===== config.mk =====
export PLATFORM = sky130hd
export DESIGN_NAME = xdom_doorbell
export DESIGN_NICKNAME = d
export VERILOG_FILES = /design/src/rtl/xdom_doorbell_pkg.sv /design/src/rtl/db_flag_bank.sv /design/src/rtl/db_irq_fsm.sv /design/src/rtl/xdom_doorbell.sv
export SDC_FILE = /design/constraint.sdc
export NUM_CORES = 1
export LEC_CHECK = 0
export BUFFER_PORTS_ARGS = -buffer_cell sky130_fd_sc_hd__buf_2
export CORE_ASPECT_RATIO = 1.1
export CORE_MARGIN = 10
export CORE_UTILIZATION = 42
export CTS_BUF_LIST = sky130_fd_sc_hd__clkbuf_8 sky130_fd_sc_hd__clkbuf_16
export DETAILED_ROUTE_END_ITERATION = 12
export PLACE_DENSITY = 0.75
export SLEW_MARGIN = 20
export SYNTH_ARGS = -nofsm -noshare
export SYNTH_HDL_FRONTEND = slang
export SYNTH_HIERARCHICAL = 1
export SYNTH_SLANG_ARGS = --single-unit

===== constraint.sdc =====
create_clock -name clk -period 2.5 [get_ports clk]
set_clock_uncertainty 0.05 [all_clocks]
set_input_delay 0.25 -clock clk [delete_from_list [all_inputs] [get_ports clk]]
set_output_delay 0.25 -clock clk [all_outputs]
set_load 0.01 [all_outputs]

===== src/rtl/xdom_doorbell_pkg.sv =====
package xdom_doorbell_pkg;
    typedef enum logic {
        IRQ_IDLE   = 1'b0,
        IRQ_RAISED = 1'b1
    } irq_state_e;
endpackage


===== src/rtl/db_flag_bank.sv =====
module db_flag_bank #(
    parameter int WIDTH = 32
) (
    input  logic             clk,
    input  logic             rst_n,
    input  logic             loc_wr,
    input  logic             test_mode,
    input  logic [WIDTH-1:0] loc_wdata,
    input  logic             rem_wr,
    input  logic [WIDTH-1:0] rem_wdata,
    output logic [WIDTH-1:0] flags
);
    logic [WIDTH-1:0] flags_next;

    for (genvar b = 0; b < WIDTH; b++) begin : g_bit
        logic set_b, clr_b;
        assign set_b = loc_wr & loc_wdata[b];
        assign clr_b = rem_wr & rem_wdata[b];
        always_comb begin
            if (loc_wr && test_mode) begin
                flags_next[b] = loc_wdata[b] & ~clr_b;
            end else begin
                flags_next[b] = (flags[b] & ~clr_b) | set_b;
            end
        end
    end

    always_ff @(posedge clk or negedge rst_n) begin
        if (!rst_n) flags <= '0;
        else        flags <= flags_next;
    end

    a_r1_local_sets: assert property (@(posedge clk) disable iff (!rst_n)
        (loc_wr && !test_mode) |=> ((flags & $past(loc_wdata)) == $past(loc_wdata)));
    a_r2_remote_clears: assert property (@(posedge clk) disable iff (!rst_n)
        (rem_wr && !loc_wr) |=> ((flags & $past(rem_wdata)) == '0));
    a_r7_test_load: assert property (@(posedge clk) disable iff (!rst_n)
        (loc_wr && test_mode) |=> (flags == ($past(loc_wdata) & ~($past(rem_wr) ? $past(rem_wdata) : '0))));
    a_r10_idle_hold: assert property (@(posedge clk) disable iff (!rst_n)
        (!loc_wr && !rem_wr) |=> $stable(flags));
endmodule


===== src/rtl/db_irq_fsm.sv =====
module db_irq_fsm
    import xdom_doorbell_pkg::*;
(
    input  logic clk,
    input  logic rst_n,
    input  logic pending,
    input  logic irq_en,
    output logic irq_n
);
    irq_state_e state_q, state_d;

    always_comb begin
        state_d = state_q;
        unique case (state_q)
            IRQ_IDLE:   if (pending && irq_en)    state_d = IRQ_RAISED;
            IRQ_RAISED: if (!(pending && irq_en)) state_d = IRQ_IDLE;
            default:    state_d = IRQ_IDLE;
        endcase
    end

    always_ff @(posedge clk or negedge rst_n) begin
        if (!rst_n) state_q <= IRQ_IDLE;
        else        state_q <= state_d;
    end

    always_comb begin
        irq_n = (state_q != IRQ_RAISED);
    end

    a_r4_raise: assert property (@(posedge clk) disable iff (!rst_n)
        (pending && irq_en) |=> !irq_n);
    a_r5_drop: assert property (@(posedge clk) disable iff (!rst_n)
        (!irq_en || !pending) |=> irq_n);
endmodule


===== src/rtl/xdom_doorbell.sv =====
module xdom_doorbell #(
    parameter int WIDTH = 32
) (
    input  logic             clk,
    input  logic             rst_n,
    input  logic             loc_sel,
    input  logic             loc_we,
    input  logic [WIDTH-1:0] loc_wdata,
    output logic [WIDTH-1:0] loc_rdata,
    input  logic             rem_sel,
    input  logic             rem_we,
    input  logic [WIDTH-1:0] rem_wdata,
    output logic [WIDTH-1:0] rem_rdata,
    input  logic             irq_en,
    input  logic             test_mode,
    output logic             irq_n
);
    logic             loc_wr, rem_wr;
    logic [WIDTH-1:0] flags;

    assign loc_wr = loc_sel & loc_we;
    assign rem_wr = rem_sel & rem_we;

    db_flag_bank #(.WIDTH(WIDTH)) u_bank (
        .clk       (clk),
        .rst_n     (rst_n),
        .loc_wr    (loc_wr),
        .test_mode (test_mode),
        .loc_wdata (loc_wdata),
        .rem_wr    (rem_wr),
        .rem_wdata (rem_wdata),
        .flags     (flags)
    );

    db_irq_fsm u_irq (
        .clk     (clk),
        .rst_n   (rst_n),
        .pending (|flags),
        .irq_en  (irq_en),
        .irq_n   (irq_n)
    );

    assign loc_rdata = loc_sel ? flags : '0;
    assign rem_rdata = rem_sel ? flags : '0;

    a_r6_set_wins: assert property (@(posedge clk) disable iff (!rst_n)
        (loc_wr && rem_wr && !test_mode) |=> ((flags & $past(loc_wdata)) == $past(loc_wdata)));
    a_r8_read_match: assert property (@(posedge clk) disable iff (!rst_n)
        loc_sel |-> (loc_rdata == rem_rdata || !rem_sel));
endmodule


==> results of run 1 <==
-- cells by family (layout without fill, tap and decap cells) --
group           count (synthesis)  in the layout  share of synthesized area, %
compound gates                 64             64                         24.75
buf+inv                        28            149                         9.778
flops                          33             33                         36.46
simple gates                  110            110                         29.01
-- final timing paths --
kind                                       start                to  slack [ps]  cells after the start
min in group clk                          irq_en     u_irq/state_q         130                      2
worst min-delay path                       rst_n   u_bank/flags[1]          -9                      1
max in group asynchronous                  rst_n  u_bank/flags[29]        1920                      1
worst min register to register  u_bank/flags[19]  u_bank/flags[19]         490                      1
worst max register to register   u_bank/flags[4]     u_irq/state_q         960                      4
worst max-delay path             u_bank/flags[4]     u_irq/state_q         960                      4
-- registers in the layout, indices dropped and copies added (netlist names) --
signal	count
u_irq/state_q	1
u_bank/flags	32
-- synth_stat cells --
cell type	count	share of area, %
a22oi_1	32	11
a32o_1	32	14
and2_1	65	18
and2_2	2	0.66
buf_2	3	0.66
buf_4	6	2.0
buf_6	12	6.0
clkbuf_1	6	0.99
dfrtp_1	33	36
inv_1	1	0.17
nand3_1	32	7.1
nand4_1	2	0.55
nor4_1	7	1.9
nor4_2	1	0.55
or2_1	1	0.28
-- report_power, final --
| part | leakage (nW) | internal [W] | switching (W) | total, W |
|---|---|---|---|---|
| Clock | 0.0399 | 0.000183 | 0.000183 | 0.000366 |
| Sequential | 0.408 | 0.000612 | 0.0000813 | 0.000694 |
| Combinational | 0.988 | 0.000248 | 0.000241 | 0.000489 |
| Total | 1.44 | 0.00104 | 0.000505 | 0.00155 |
-- worst max-delay path, delay by kind of cell, from the launching register on --
kind,cells,cell delay (ps)
DFF,1,410
and+or+nand+nor,4,980
-- per-stage QoR --
| step | setup WS [ps] | utilization [%] | hold WS [ps] | total power (W) | cell area, sq um |
|---|---|---|---|---|---|
| 2_1_floorplan | 1215 | - | -95.59 | 0.0009790 | 2265 |
| 3_3_place_gp | 832.8 | 56.66 | 312.4 | 0.001187 | 2890 |
| 3_5_place_dp | 791.9 | 56.66 | 316.6 | 0.001200 | 2890 |
| 4_1_cts | 948.5 | 58.11 | 12.11 | 0.001571 | 2964 |
| 5_1_grt | 916.0 | 58.11 | 63.09 | 0.001647 | 2964 |
| 6_report | 960.6 | 58.11 | -9.043 | 0.001548 | 2964 |
-- routing by layer --
layer,up-vias,routed length (um),GRT usage [%]
li1,1136,-,-
met2,124,3708,27.56
met4,0,65,4.136
met5,-,0,0
met3,6,835,6.939
met1,1117,3023,19.60
-- cell type report --
cell class | count | area [sq um]
timing repair buffer | 142 | 750.7
fill | 483 | 2137
inverter | 1 | 3.754
sequential | 33 | 825.8
multi-input combinational | 174 | 1220
clock buffer | 5 | 68.82
clock inverter | 1 | 5.005
tap | 72 | 90.09
==> out/summary.md, run 1 <==
In this run, post-CTS hold repair placed 0 buffers. Of the synthesized area, sequential elements account for 36.46%. The run gives 2457 as the via count of the first global-routing pass.

Number of detailed-route iterations in the first pass: 6. STA classifies the critical path startpoint as a flip-flop. The tools report the post-layout instance count excluding filler cells as 428. Setup violations remaining at the end of the flow were counted as 0. The tools report the required arrival time at the worst endpoint as 2620 ps. For this design the ratio of total power to cell area is 522.3 nW/um^2. The area growth from synthesis to final layout is 30.88%, and the number of levels the H-tree was split into is 2. 0 antenna diodes ended up in the layout. The run finished, with violations left.

The logs give 33 for the number of clock sinks and 5 for the CTS buffer count. The initialized floorplan defines 27 standard-cell rows. Along the worst path, the maximum fanout reaches 4. The run gives 35 as the pin count of the biggest net entering global routing. Setup repair after global routing left no endpoint under its margin. TritonCTS built the clock tree. For the worst-case clock buffer depth, the log shows 2. The signal arrival time at the worst endpoint was 1660 ps. The die is 90.02 um wide. Detailed placement finished with a half-perimeter wire length of 5.877 mm. In the layout the commonest cells are buf_2, and2_1, dfrtp_1. Synthesis produced a netlist with a net count of 307. Yosys printed 6 warnings. The average wire per cell in the routed design is 17.83 um. The reported leakage power was 1.436 nW.

The final-report hold violation count is 12, and the count of different cell masters after synthesis is 15. The worst path uses 61.58% of the clock period. The clock reaches the later pin of the worst-skew pair after 280 ps.

The critical path goes through nor4_1 -> nand4_1 -> or2_1 -> and2_1. For this run, the post-layout net count is 429. CTS root buffer: clkbuf_8.

The total area inside the core boundary comes to 5101 sq um. The tightest min-delay check is of the input port to async pin type. The count of buffers added on input and output ports is 136.

Dividing the detail-routed via count by the number of cells gives 5.568. The worst pin sits at a relative slew slack of 49.56%. Counting every instance in the synthesized netlist gives 235.

The flop and latch count out of synthesis came out at 33. The type of element capturing the critical path was a flip-flop. For the post-CTS setup buffer count, the log shows 0. 137 I/O pins were placed.

The library cell used most frequently in the layout, excluding fill and tap cells, is buf_2. The fraction of layout cells with a size suffix above 1 is 42.98%, and the register clock-pin slew on the reported worst setup and hold paths is 70 ps. The initial antenna violation count was 0. Global routing finished with a remaining overflow of 0.

The tools report the worst slack on hold paths as -9.043 ps. Across the VDD grid, the largest voltage drop is 0.3260 mV. In this run, the number of DRC markers left after iteration 0 of detailed routing was 126. The final route contains 2383 vias. Global routing consumed, over all layers together, 16.71% of the routing resources.

The die covers 8733 sq um. The die extent in y came out at 97.02 um. The logs give 7.633 mm for the routed wire length and 0 ps for the post-route setup TNS. The critical path is of the flip-flop to flip-flop type. The number of gates resized after cts was 0; the maximum clock frequency was 649.6 MHz. After detailed routing, the number of remaining DRC violations is 0. The number of cells in the design after placement was 422. The combined area of all synthesized cells is 2265 sq um. The first global-routing pass estimated 12.39 mm of wire.

Effective utilization at floorplan: 44.40%. The peak per-stage delay on the critical path came out at 450 ps. The final critical delay including setup and external delays was 1539 ps; the final antenna-violating net count was 0. In this run the mean area of a mapped cell was 9.637 sq um. For the pin with the worst max-slew slack, the measured transition is 756.6 ps. The final weighted congestion of routability-driven global placement came out at 0.7267.

The tool flagged a number of max-cap violations equal to 0. Among all stages on the critical path, the largest delay is contributed by nor4_1. The final reports fail on hold timing. The run gives 0 as the number of pins exceeding their max-slew limit in the final report.
(Power assumes the default switching activity.)
==> run 2: changes to the inputs <==
--- a/config.mk
+++ b/config.mk
@@ -5,6 +5,7 @@
 export SDC_FILE = /design/constraint.sdc
 export NUM_CORES = 1
 export LEC_CHECK = 0
+export ABC_AREA = 1
 export BUFFER_PORTS_ARGS = -buffer_cell sky130_fd_sc_hd__buf_2
 export CORE_ASPECT_RATIO = 1.1
 export CORE_MARGIN = 10
==> constraint.sdc (replaced) <==
create_clock -name clk -period 1.25 [get_ports clk]
set_clock_uncertainty 0.05 [all_clocks]
set_input_delay 0.125 -clock clk [delete_from_list [all_inputs] [get_ports clk]]
set_output_delay 0.125 -clock clk [all_outputs]
set_load 0.01 [all_outputs]
==> out/summary.md, run 2 <==
Type of element capturing the critical path: a flip-flop. Worst slack on hold paths: 67.58 ps. Yosys mapped a number of flops with a built-in enable equal to 0.

The tools report the final antenna diode count as 0. Most common cell in the synthesized netlist: nand2_1. The register with the most flip-flops in the layout has 32 of them.

The number of pins exceeding their max-slew limit in the final report is 0. The end of the worst hold path was u_bank/flags[31]. For the share of power burned in the clock network, the log shows 23.0%.

Of the synthesized area, sequential elements account for 31.29%. The internal power of the cells totals 0.002188 W. Dividing the detail-routed wire length by the instance count gives 11.56 um.

The wire length of the first global-routing pass is 13.38 mm. The endpoint identified for the worst register-to-register timing path is u_irq/state_q. After the last flow step, the layout net total stands at 696. For the count of different cell masters after synthesis, the log shows 14. The run finished with clean final reports. In this run the worst path has a maximum fanout of 4. Startpoint of the lowest-slack register-to-register path: u_bank/flags[13]. The die outline area was 9857 sq um; the reported leakage power was 2.678 nW.

For the worst setup path, the data required time is 1380 ps. In the final layout, the registers with the most flip-flops are u_bank/flags x32, u_irq/state_q x1. Timing would allow up to 869.4 MHz.

The global route total overflow was 0. The startpoint identified for the worst hold timing path is loc_wdata[31]. Vias after detailed routing: 3043. Power spread over the standard cell area amounts to 992.4 nW/um^2.

For the pin with the worst max-slew slack, the measured transition is 439.7 ps. The tools report the CTS root buffer as clkbuf_8. For the share of power burned in registers, the log shows 41.6%.

The initial antenna violation count is 0. Measured along the x axis, the die boundary spans 95.58 um. The placed wire-length estimate is 6.530 mm.

After synthesis, the mean cell area works out to 5.407 sq um. In this run the biggest area consumer among cell types represents 42.96% of the synthesized area. In this run the deepest clock path goes through 2 buffers. By area the synthesized netlist is led by nand2_1, dfrtp_1, inv_1. The flop and latch count out of synthesis was 33.

The tools report the headroom to the max-slew limit as 70.68%. The top cell types in the final layout, fill and taps aside, are nand2_1, buf_2, inv_1. Measured in cells, the most critical reg-to-reg path has a length of 7. Cells with a size suffix above 1 make up 25.32% of the layout.

The area growth from synthesis to final layout was 31.44%; the total I/O pin count was 137. The total net switching power was 0.001254 W; the number of clock sinks was 33. The row count was 30. The share of power burned in combinational logic was 35.5%. Of all cell types, the one taking the most synthesized area is nand2_1. When the netlist entered floorplanning its net count stood at 560. Setup repair after global routing left no endpoint under its margin.

The run gives 33 as the pin count of the biggest net entering global routing. Before antenna repair, the detailed router went through 5 iterations. After floorplanning, the core was sized to cover 6156 sq um. The routed wire length was 8.136 mm.

The initial utilization of the core area, before any placement, comes to 42.87%. The startpoint type of the worst setup path is a flip-flop. The post-synthesis async set-or-reset flop share was 100.0%; the peak supply drop was 0.4128 mV. STA puts the critical path data arrival time at 1280 ps. Max-cap violations in this run came to 0.

Net switching is 36.43% of the power. The final critical delay including setup and external delays works out to 1150 ps. The tools report the final antenna-violating net count as 0. For this run, the total global-route usage over all layers was measured as 16.81%.

In this run the cell area of the synthesized design comes to 2639 sq um. The commonest cells after synthesis are nand2_1, inv_1, dfrtp_1, nor2_1, buf_6. The predominant post-synthesis flop cell is dfrtp_1. The worst setup path is of the flip-flop to flip-flop kind. The CTS buffer count was 5. The H-tree generated during clock tree synthesis spans 2 levels. From bottom edge to top edge, the die measures 103.1 um. In the finished design, the share of the clock period the worst path needs comes to 92.02%. For the DRC violations left, the log shows 0.

For the initial DRC count, the log shows 103. The number of instances in the synthesized netlist was 488. Dividing the detail-routed via count by the number of cells gives 4.322.

The register clock-pin slew on the reported worst setup and hold paths was 70 ps. The path class of the tightest hold or removal check is input port to flip-flop. For the final routed database, the setup TNS stands at 0 ps. TritonCTS built the clock tree. The tools report the setup-violating endpoint count in the final report as 0.

The clock latency on the worst-skew pair is 280 ps, and the number of port buffers is 136. The tools report the via count of the first global-routing pass as 3056. During synthesis, Yosys emitted a total of 6 warnings.

The run gives 0.7745 as the final weighted congestion of routability-driven global placement. The library cell used most frequently in the layout, excluding fill and tap cells, is nand2_1. The flop-to-flop setup slack is 100 ps, and the cell depth of the worst min-delay path is 3. The final-report hold violation count was 0. Counting flops per register, the top entry is u_bank/flags.
run 2: changes by cell type after synthesis, moves of 6 or more:
cell	previous run	this run
a22oi_1	32	0
a32o_1	32	0
and2_1	65	2
clkbuf_1	6	0
inv_1	1	114
nand2_1	0	302
nand3_1	32	1
nor2_1	0	13
nor4_1	7	0
run 2: layout make-up:
cell class | instances | area [sq um]
clock buffers | 6 | 82.58
clock inverters | 1 | 3.754
fillers | 643 | 2688
inverters | 116 | 437.9
multi-input cells | 321 | 1224
flip-flops and latches | 33 | 827.0
well taps | 80 | 100.1
repair buffers | 147 | 793.3
run 2: how the worst max path moves through the flow:
stage          cells past startpoint              from          endpoint  slack, ps
2_1_floorplan                     11           loc_sel  u_bank/flags[10]        120
3_3_place_gp                       7  u_bank/flags[13]     u_irq/state_q         40
3_5_place_dp                       7  u_bank/flags[13]     u_irq/state_q         50
4_1_cts                            7  u_bank/flags[13]     u_irq/state_q         40
5_1_grt                            7  u_bank/flags[11]     u_irq/state_q          8
6_report                           7  u_bank/flags[13]     u_irq/state_q        100
run 2: logic make-up (layout without fill, tap and decap cells):
logic type	count (synthesis)	count (layout)	synth area share [%]
buf+inv	134	270	22.52
simple gates	321	321	46.18
flops	33	33	31.29
run 2: what timing repair did:
action	4_1_cts	5_1_grt
hold buffers	2	0
hold endpoints to repair	17	0
setup buffers	0	1
setup endpoints to repair	0	1
gates resized for setup	0	3
run 2: power by group through the flow:
stage / Combinational [W] / Sequential [W] / Clock (W)
global route: 0.00143 / 0.00146 / 0.000873
detailed placement: 0.00122 / 0.00145 / 0
finish: 0.00122 / 0.00143 / 0.000790
global placement: 0.00119 / 0.00144 / 0
floorplan: 0.000772 / 0.00139 / 0
CTS: 0.00123 / 0.00143 / 0.000817
run 2: metal layers:
| metal | global-route usage [%] | part of all wire (%) |
|---|---|---|
| met2 | 30.81 | 49 |
| met4 | 3.632 | 0.79 |
| met1 | 17.87 | 40 |
| met5 | 0 | 0 |
| met3 | 6.118 | 9.8 |
run 2: worst max-delay path, stage by stage (launching register included):
cell,delay (ps)
dfrtp_1,410
nor2_2,120
and2_1,120
nand2_1,70
nor2_2,120
nand2_1,70
nand2_1,60
inv_1,30
run 2: through the flow:
| stage | worst slack [ps] | cells | instance area (sq um) | utilization [%] | power [W] |
|---|---|---|---|---|---|
| 3_5_place_dp | 46.14 | 694 | 3348 | 54.39 | 0.002672 |
| 2_1_floorplan | 121.8 | 488 | 2639 | - | 0.002162 |
| 5_1_grt | 7.515 | 704 | 3468 | 56.34 | 0.003766 |
| 6_report | 99.81 | 704 | 3468 | 56.34 | 0.003442 |
| 4_1_cts | 35.56 | 703 | 3455 | 56.12 | 0.003478 |
| 3_3_place_gp | 44.36 | 694 | 3348 | 54.39 | 0.002634 |
